File: config.mk
export PLATFORM = sky130hd
export DESIGN_NAME = ptp_tod_counter
export DESIGN_NICKNAME = d
export VERILOG_FILES = /design/src/rtl/ptp_tod_pkg.sv /design/src/rtl/ptp_tod_decode.sv /design/src/rtl/ptp_tod_cfg.sv /design/src/rtl/ptp_tod_accum.sv /design/src/rtl/ptp_tod_counter.sv
export SDC_FILE = /design/constraint.sdc
export NUM_CORES = 1
export LEC_CHECK = 0
export ABC_AREA = 1
export ABC_CLOCK_PERIOD_IN_PS = 4200
export BUFFER_PORTS_ARGS = -buffer_cell sky130_fd_sc_hd__buf_4
export CORE_MARGIN = 8
export CORE_UTILIZATION = 60
export CTS_CLUSTER_SIZE = 40
export DETAILED_ROUTE_END_ITERATION = 8
export GPL_ROUTABILITY_DRIVEN = 0
export HOLD_SLACK_MARGIN = 0.05
export PLACE_DENSITY = 0.93
export REMOVE_ABC_BUFFERS = 1
export SLEW_MARGIN = 0
export SYNTH_ARGS = -nofsm -noshare
export SYNTH_HDL_FRONTEND = slang
export SYNTH_SLANG_ARGS = --single-unit
File: constraint.sdc
create_clock -name clk -period 4.2 [get_ports clk]
set_input_delay 0.84 -clock clk [delete_from_list [all_inputs] [get_ports clk]]
set_output_delay 0.84 -clock clk [all_outputs]
set_load 0.1 [all_outputs]
File: src/rtl/ptp_tod_pkg.sv
package ptp_tod_pkg;
   // Register offsets decoded by the address port
   localparam int OFS_W = 12;
   localparam logic [OFS_W-1:0] OFS_CTRL = 12'hF00;
   localparam logic [OFS_W-1:0] OFS_FRAC = 12'hF08;
   localparam logic [OFS_W-1:0] OFS_INT  = 12'hF10;
   localparam logic [OFS_W-1:0] OFS_STEP = 12'hF18;

   typedef struct packed {
      logic ctrl;
      logic frac;
      logic intg;
      logic step;
   } reg_hit_t;
endpackage

File: src/rtl/ptp_tod_decode.sv
module ptp_tod_decode
   import ptp_tod_pkg::*;
#(
   parameter int ADDR_W = 12
) (
   input  logic [ADDR_W-1:0] addr,
   output reg_hit_t          hit
);
   always_comb begin
      hit      = '0;
      hit.ctrl = (addr == ADDR_W'(OFS_CTRL));
      hit.frac = (addr == ADDR_W'(OFS_FRAC));
      hit.intg = (addr == ADDR_W'(OFS_INT));
      hit.step = (addr == ADDR_W'(OFS_STEP));
   end
endmodule

File: src/rtl/ptp_tod_cfg.sv
module ptp_tod_cfg #(
   parameter int              DATA_W   = 64,
   parameter logic [63:0]     STEP_RST = 64'h0000_0001_4000_0000
) (
   input  logic              clk,
   input  logic              rst_n,
   input  logic              wr_ctrl,
   input  logic              wr_step,
   input  logic [DATA_W-1:0] wdata,
   output logic              en_q,
   output logic [DATA_W-1:0] step_q
);
   always_ff @(posedge clk) begin
      if (!rst_n) begin
         en_q   <= 1'b0;
         step_q <= DATA_W'(STEP_RST);
      end else begin
         if (wr_ctrl) en_q   <= wdata[0];
         if (wr_step) step_q <= wdata;
      end
   end
endmodule

File: src/rtl/ptp_tod_accum.sv
module ptp_tod_accum #(
   parameter int INT_W      = 64,
   parameter int FRAC_W     = 32,
   parameter int STEP_INT_W = 32,
   parameter bit SPLIT_ADD  = 1'b1
) (
   input  logic                         clk,
   input  logic                         rst_n,
   input  logic                         en,
   input  logic [STEP_INT_W+FRAC_W-1:0] step,
   input  logic                         ld_int,
   input  logic                         ld_frac,
   input  logic [INT_W-1:0]             int_val,
   input  logic [FRAC_W-1:0]            frac_val,
   output logic [INT_W-1:0]             ns_q,
   output logic [FRAC_W-1:0]            frac_q
);
   localparam int ACC_W = INT_W + FRAC_W;

   logic [INT_W-1:0]  inc_ns;
   logic [FRAC_W-1:0] inc_frac;

   generate
      if (SPLIT_ADD) begin : g_split
         // Short fraction adder feeds its carry into the integer adder
         logic [FRAC_W:0] fsum;
         assign fsum     = {1'b0, frac_q} + {1'b0, step[FRAC_W-1:0]};
         assign inc_frac = fsum[FRAC_W-1:0];
         assign inc_ns   = ns_q + INT_W'(step[STEP_INT_W+FRAC_W-1:FRAC_W])
                                + INT_W'(fsum[FRAC_W]);
      end else begin : g_flat
         logic [ACC_W-1:0] sum;
         assign sum      = {ns_q, frac_q} + ACC_W'(step);
         assign inc_ns   = sum[ACC_W-1:FRAC_W];
         assign inc_frac = sum[FRAC_W-1:0];
      end
   endgenerate

   always_ff @(posedge clk) begin
      if (!rst_n) begin
         ns_q   <= '0;
         frac_q <= '0;
      end else if (ld_int) begin
         ns_q   <= int_val;
         frac_q <= '0;
      end else if (ld_frac) begin
         frac_q <= frac_val;
      end else if (en) begin
         ns_q   <= inc_ns;
         frac_q <= inc_frac;
      end
   end
endmodule

File: src/rtl/ptp_tod_counter.sv
module ptp_tod_counter
   import ptp_tod_pkg::*;
#(
   parameter longint unsigned CLK_HZ    = 64'd800_000_000,
   parameter int              ADDR_W    = 12,
   parameter int              DATA_W    = 64,
   parameter int              INT_W     = 64,
   parameter int              FRAC_W    = 32,
   parameter bit              SPLIT_ADD = 1'b1
) (
   input  logic              clk,
   input  logic              rst_n,
   input  logic [ADDR_W-1:0] addr,
   input  logic [DATA_W-1:0] wdata,
   input  logic              wr,
   input  logic              rd,
   output logic [DATA_W-1:0] rdata
);
   localparam int STEP_INT_W = DATA_W - FRAC_W;
   localparam logic [127:0] STEP_WIDE =
      (128'd1_000_000_000 << FRAC_W) / 128'(CLK_HZ);
   localparam logic [63:0] STEP_NOM = STEP_WIDE[63:0];

   if (CLK_HZ == 0) begin : g_bad_hz
      $error("CLK_HZ must be nonzero");
   end
   if (ADDR_W < OFS_W) begin : g_bad_addr
      $error("ADDR_W too narrow for register offsets");
   end
   if (INT_W > DATA_W || FRAC_W >= DATA_W || STEP_INT_W > INT_W) begin : g_bad_w
      $error("inconsistent INT_W / FRAC_W / DATA_W");
   end
   if (DATA_W > 64) begin : g_bad_d
      $error("DATA_W above 64 not supported");
   end

   reg_hit_t          hit;
   logic              en_q;
   logic [DATA_W-1:0] step_q;
   logic [INT_W-1:0]  ns_q;
   logic [FRAC_W-1:0] frac_q;

   ptp_tod_decode #(.ADDR_W(ADDR_W)) u_dec (
      .addr (addr),
      .hit  (hit)
   );

   ptp_tod_cfg #(.DATA_W(DATA_W), .STEP_RST(STEP_NOM)) u_cfg (
      .clk     (clk),
      .rst_n   (rst_n),
      .wr_ctrl (wr & hit.ctrl),
      .wr_step (wr & hit.step),
      .wdata   (wdata),
      .en_q    (en_q),
      .step_q  (step_q)
   );

   ptp_tod_accum #(
      .INT_W      (INT_W),
      .FRAC_W     (FRAC_W),
      .STEP_INT_W (STEP_INT_W),
      .SPLIT_ADD  (SPLIT_ADD)
   ) u_acc (
      .clk      (clk),
      .rst_n    (rst_n),
      .en       (en_q),
      .step     (step_q),
      .ld_int   (wr & hit.intg),
      .ld_frac  (wr & hit.frac),
      .int_val  (wdata[INT_W-1:0]),
      .frac_val (wdata[FRAC_W-1:0]),
      .ns_q     (ns_q),
      .frac_q   (frac_q)
   );

   always_comb begin
      rdata = '0;
      if (rd) begin
         if (hit.ctrl)      rdata = DATA_W'(en_q);
         else if (hit.frac) rdata = DATA_W'(frac_q);
         else if (hit.intg) rdata = DATA_W'(ns_q);
         else if (hit.step) rdata = step_q;
      end
   end
endmodule

==> results.toml <==
[status]
outcome = "finished, final reports clean"

[timing]
final_hold_fails = 0
timing.hold.ws_ns = 0.506
final-setup-viol-count = 0
timing_worst_slew_pin_value_ns = 1.01
rsz0062_at_grt = "false"
timing.max_slew.rel_slack_pct = 32.8
maximum_clock_rate_mhz = 252
fin_skew_ns = 0.0116
layout_min_cycle_time_ns = 3.97
timing_max_transition_violations_final = 0
fin_crit_sh_pct = 94.5

[cells_and_area]
post_route_cells_drive_above_1_share_pct = 9.88
mostFrequentLayoutCells = "sky130_fd_sc_hd__nand2_1, sky130_fd_sc_hd__inv_1, sky130_fd_sc_hd__nor2_1, sky130_fd_sc_hd__nand3_1, sky130_fd_sc_hd__a21oi_1"
area_delta_synth_final_pct = 13.3
design.final.nets = 2552
layout.cells.most_common = "sky130_fd_sc_hd__nand2_1"
finalInstanceArea_sq_mm = 0.0154
antenna_diode_count = 0

[floorplanning]
initial_utilization_pct = 60.6
fp.dieArea_sq_mm = 0.0277
placement_rows = 55
die_x_um = 167
die_h_um = 167
placeableCoreArea_sq_mm = 0.0224
io_pins = 144

[critical_path]
worstPathMaxFanout = 5
worst_r2r_endpoint = "u_acc.ns_q[62]$_SDFFE_PN0P_"
r2r_setup_slack_ns = 0.23
worst_ep_required_time_ns = 4.57
worstPathBufferInverterCount = 1
critical_path.top_delay_family = "simple AND/OR/NAND/NOR gates"
crit_arrival_ns = 4.34
r2r_start = "u_acc.frac_q[0]$_SDFFE_PP0P_"
crit_path_max_incr_delay_ns = 0.45
crit_path_frequent_cell = "sky130_fd_sc_hd__nand2_1"
worst_setup_path_end_kind = "register"
timing.setup.critical_path_class = "register to register"
crit_path_top_delay_cell = "sky130_fd_sc_hd__fa_1"
worst-r2r-cell-count = 26
cp-start-kind = "register"

[min_path]
holdCritStartpoint = "u_acc.frac_q[27]$_SDFFE_PP0P_"
hp-class = "register to register"
hold_depth = 2
capture_endpoint_of_the_worst_hold_path = "u_acc.frac_q[27]$_SDFFE_PP0P_"

[clock_network]
cts_max_level = 4
clkLatencyLatePin_ns = 0.45
clkSinkCount = 161
cts_root_buf = "sky130_fd_sc_hd__clkbuf_16"
post_cts_buffers = 0
clk_path_buf_depth = 2
path_clk_slew_ns = 0.07
cts-resized-gates = 0
cts_tree = "yes"
post_cts_hold_buffer_count = 0
cts_inserted_buffers = 17

[routing]
dr_total_vias = 16800
ant_nets = 0
route.detailed.wl_per_inst_um = 18.9
route.top_layer_used = "met4"
detail_route.iter0.violations = 2517
routed_wirelength_mm = 51.1
iteration_count_of_the_initial_detailed_routing_pass = 8
wl_met3_mm = 7.38
wirelength_met1_mm = 17.5
wl_met2_mm = 23.0
via_density_per_instance = 6.20
drc = 0

[power_and_ir_drop]
pwr_density_cell_mw_per_mm2 = 212
totalPowerFinal_w = 0.00326
peakVddDrop_mv = 0.237
total_leakage_power_nw = 7.69

[logic_synthesis]
ys_dominant_reg_cell = "sky130_fd_sc_hd__dfxtp_1"
synth.ff_latch_count = 161
syn-cell-area_sq_mm = 0.0136
share_of_synthesized_area_occupied_by_flip_flops_and_latches_pct = 23.7
count_of_flip_flops_with_a_built_in_enable_after_synthesis = 0
netlist.area_leader.share_pct = 23.7
postSynthAreaPerCell_sq_um = 5.88
synth.distinct_cells = 46
synth_cells = 2313
synthTopCellsByArea = "sky130_fd_sc_hd__dfxtp_1, sky130_fd_sc_hd__nand2_1, sky130_fd_sc_hd__inv_1, sky130_fd_sc_hd__nor2_1, sky130_fd_sc_hd__nand3_1"
synth.yosys.warnings = 0
asyncSetResetFlopFracSynth_pct = 0
cell_type_contributing_the_most_total_cell_area_after_synthesis = "sky130_fd_sc_hd__dfxtp_1"

[grt]
grt_max_degree = 78
global_route.usage.total_pct = 35.5
global_route.overflow_total = 0
number_of_global_route_vias_before_repair = 16000
global_route_wire_length_before_repair_mm = 80.8
antenna_found_initial = 0

[placement]
io_buffer_count = 143
detailed_place_hpwl_mm = 37.4
detailed_place.area_sq_mm = 0.0148

[run]
max_cap_violations = 0
-- where the power goes --
group	internal [W]	switching, W
Combinational	0.0000610	0.0000930
Sequential	0.00153	0.000000326
Clock	0.000844	0.000740
Total	0.00243	0.000834
-- per-layer routing --
layer | GRT usage, % | vias up
li1 | - | 7717
met1 | 40.9 | 7473
met2 | 58.0 | 1288
met3 | 10.0 | 300
met4 | 21.1 | 0
met5 | 0 | -
-- area by class of cell --
type / instances / area (sq um)
clock buffers: 19 / 443
clock inverters: 13 / 126
fillers: 1918 / 7030
inverters: 323 / 1210
multi-input cells: 1738 / 8740
flip-flops and latches: 161 / 3220
well taps: 285 / 357
repair buffers: 165 / 1300
-- synth_stat cells, types with 4 or more instances --
| cell | instances |
|---|---|
| sky130_fd_sc_hd__a211oi_1 | 22 |
| sky130_fd_sc_hd__a21o_1 | 7 |
| sky130_fd_sc_hd__a21oi_1 | 185 |
| sky130_fd_sc_hd__a221oi_1 | 9 |
| sky130_fd_sc_hd__a22oi_1 | 10 |
| sky130_fd_sc_hd__a31oi_1 | 45 |
| sky130_fd_sc_hd__and3_1 | 4 |
| sky130_fd_sc_hd__buf_2 | 24 |
| sky130_fd_sc_hd__buf_4 | 4 |
| sky130_fd_sc_hd__buf_6 | 9 |
| sky130_fd_sc_hd__clkbuf_1 | 51 |
| sky130_fd_sc_hd__dfxtp_1 | 161 |
| sky130_fd_sc_hd__ha_1 | 63 |
| sky130_fd_sc_hd__inv_1 | 311 |
| sky130_fd_sc_hd__inv_2 | 11 |
| sky130_fd_sc_hd__nand2_1 | 610 |
| sky130_fd_sc_hd__nand3_1 | 191 |
| sky130_fd_sc_hd__nand3b_1 | 8 |
| sky130_fd_sc_hd__nand4_1 | 16 |
| sky130_fd_sc_hd__nor2_1 | 270 |
| sky130_fd_sc_hd__nor2_2 | 6 |
| sky130_fd_sc_hd__nor3_1 | 25 |
| sky130_fd_sc_hd__nor3_2 | 4 |
| sky130_fd_sc_hd__o211ai_1 | 7 |
| sky130_fd_sc_hd__o21a_1 | 4 |
| sky130_fd_sc_hd__o21ai_0 | 157 |
| sky130_fd_sc_hd__o21ai_1 | 11 |
| sky130_fd_sc_hd__o21bai_1 | 6 |
| sky130_fd_sc_hd__o22ai_1 | 8 |
| sky130_fd_sc_hd__xnor2_1 | 9 |
| sky130_fd_sc_hd__xor2_1 | 36 |
-- how the worst max path moves through the flow --
stage	from	end	slack, ns	cells past startpoint
after floorplan	addr[11]	rdata[19]	-1.34	7
after global placement	u_acc.frac_q[0]$_SDFFE_PP0P_	u_acc.ns_q[56]$_SDFFE_PN0P_	0.35	25
after detailed placement	u_acc.frac_q[0]$_SDFFE_PP0P_	u_acc.ns_q[56]$_SDFFE_PN0P_	0.20	25
after CTS	u_acc.frac_q[0]$_SDFFE_PP0P_	u_acc.ns_q[56]$_SDFFE_PN0P_	0.16	26
after global routing	u_cfg.step_q[0]$_SDFFE_PN0P_	u_acc.ns_q[46]$_SDFFE_PN0P_	0.007	26
final	u_acc.frac_q[0]$_SDFFE_PP0P_	u_acc.ns_q[62]$_SDFFE_PN0P_	0.23	26
-- cell families after synthesis --
family	count (synthesis)	synth area share [%]
fa+ha+maj	66	6.24
compound gates	478	19.6
flops	161	23.7
simple gates	1149	35.3
buf+inv	414	12.3
xor+xnor	45	2.90
-- flip-flops by register name, indices dropped and copies added (netlist names) --
register,flops
u_acc.ns_q,64
u_cfg.step_q,64
u_acc.frac_q,32
u_cfg.en_q,1
-- per-stage QoR --
stage,instances,setup slack [ns],TNS (ns),utilization [%]
after global routing,2704,0.00658,0,68.7
after global placement,2672,0.350,0,66.0
after CTS,2704,0.163,0,68.5
after floorplan,2222,-1.34,-56.48,-
after detailed placement,2672,0.204,0,66.0
final,2704,0.230,0,68.7
-- tightest hold or removal path: cells and delay by family (launching register included) --
kind             cells  cell delay, ns
AND/OR/NAND/NOR      1            0.07
flip-flops           1            0.33
AO/OA/AOI/OAI        1            0.06
No activity file was read; power rests on OpenSTA's default activity.
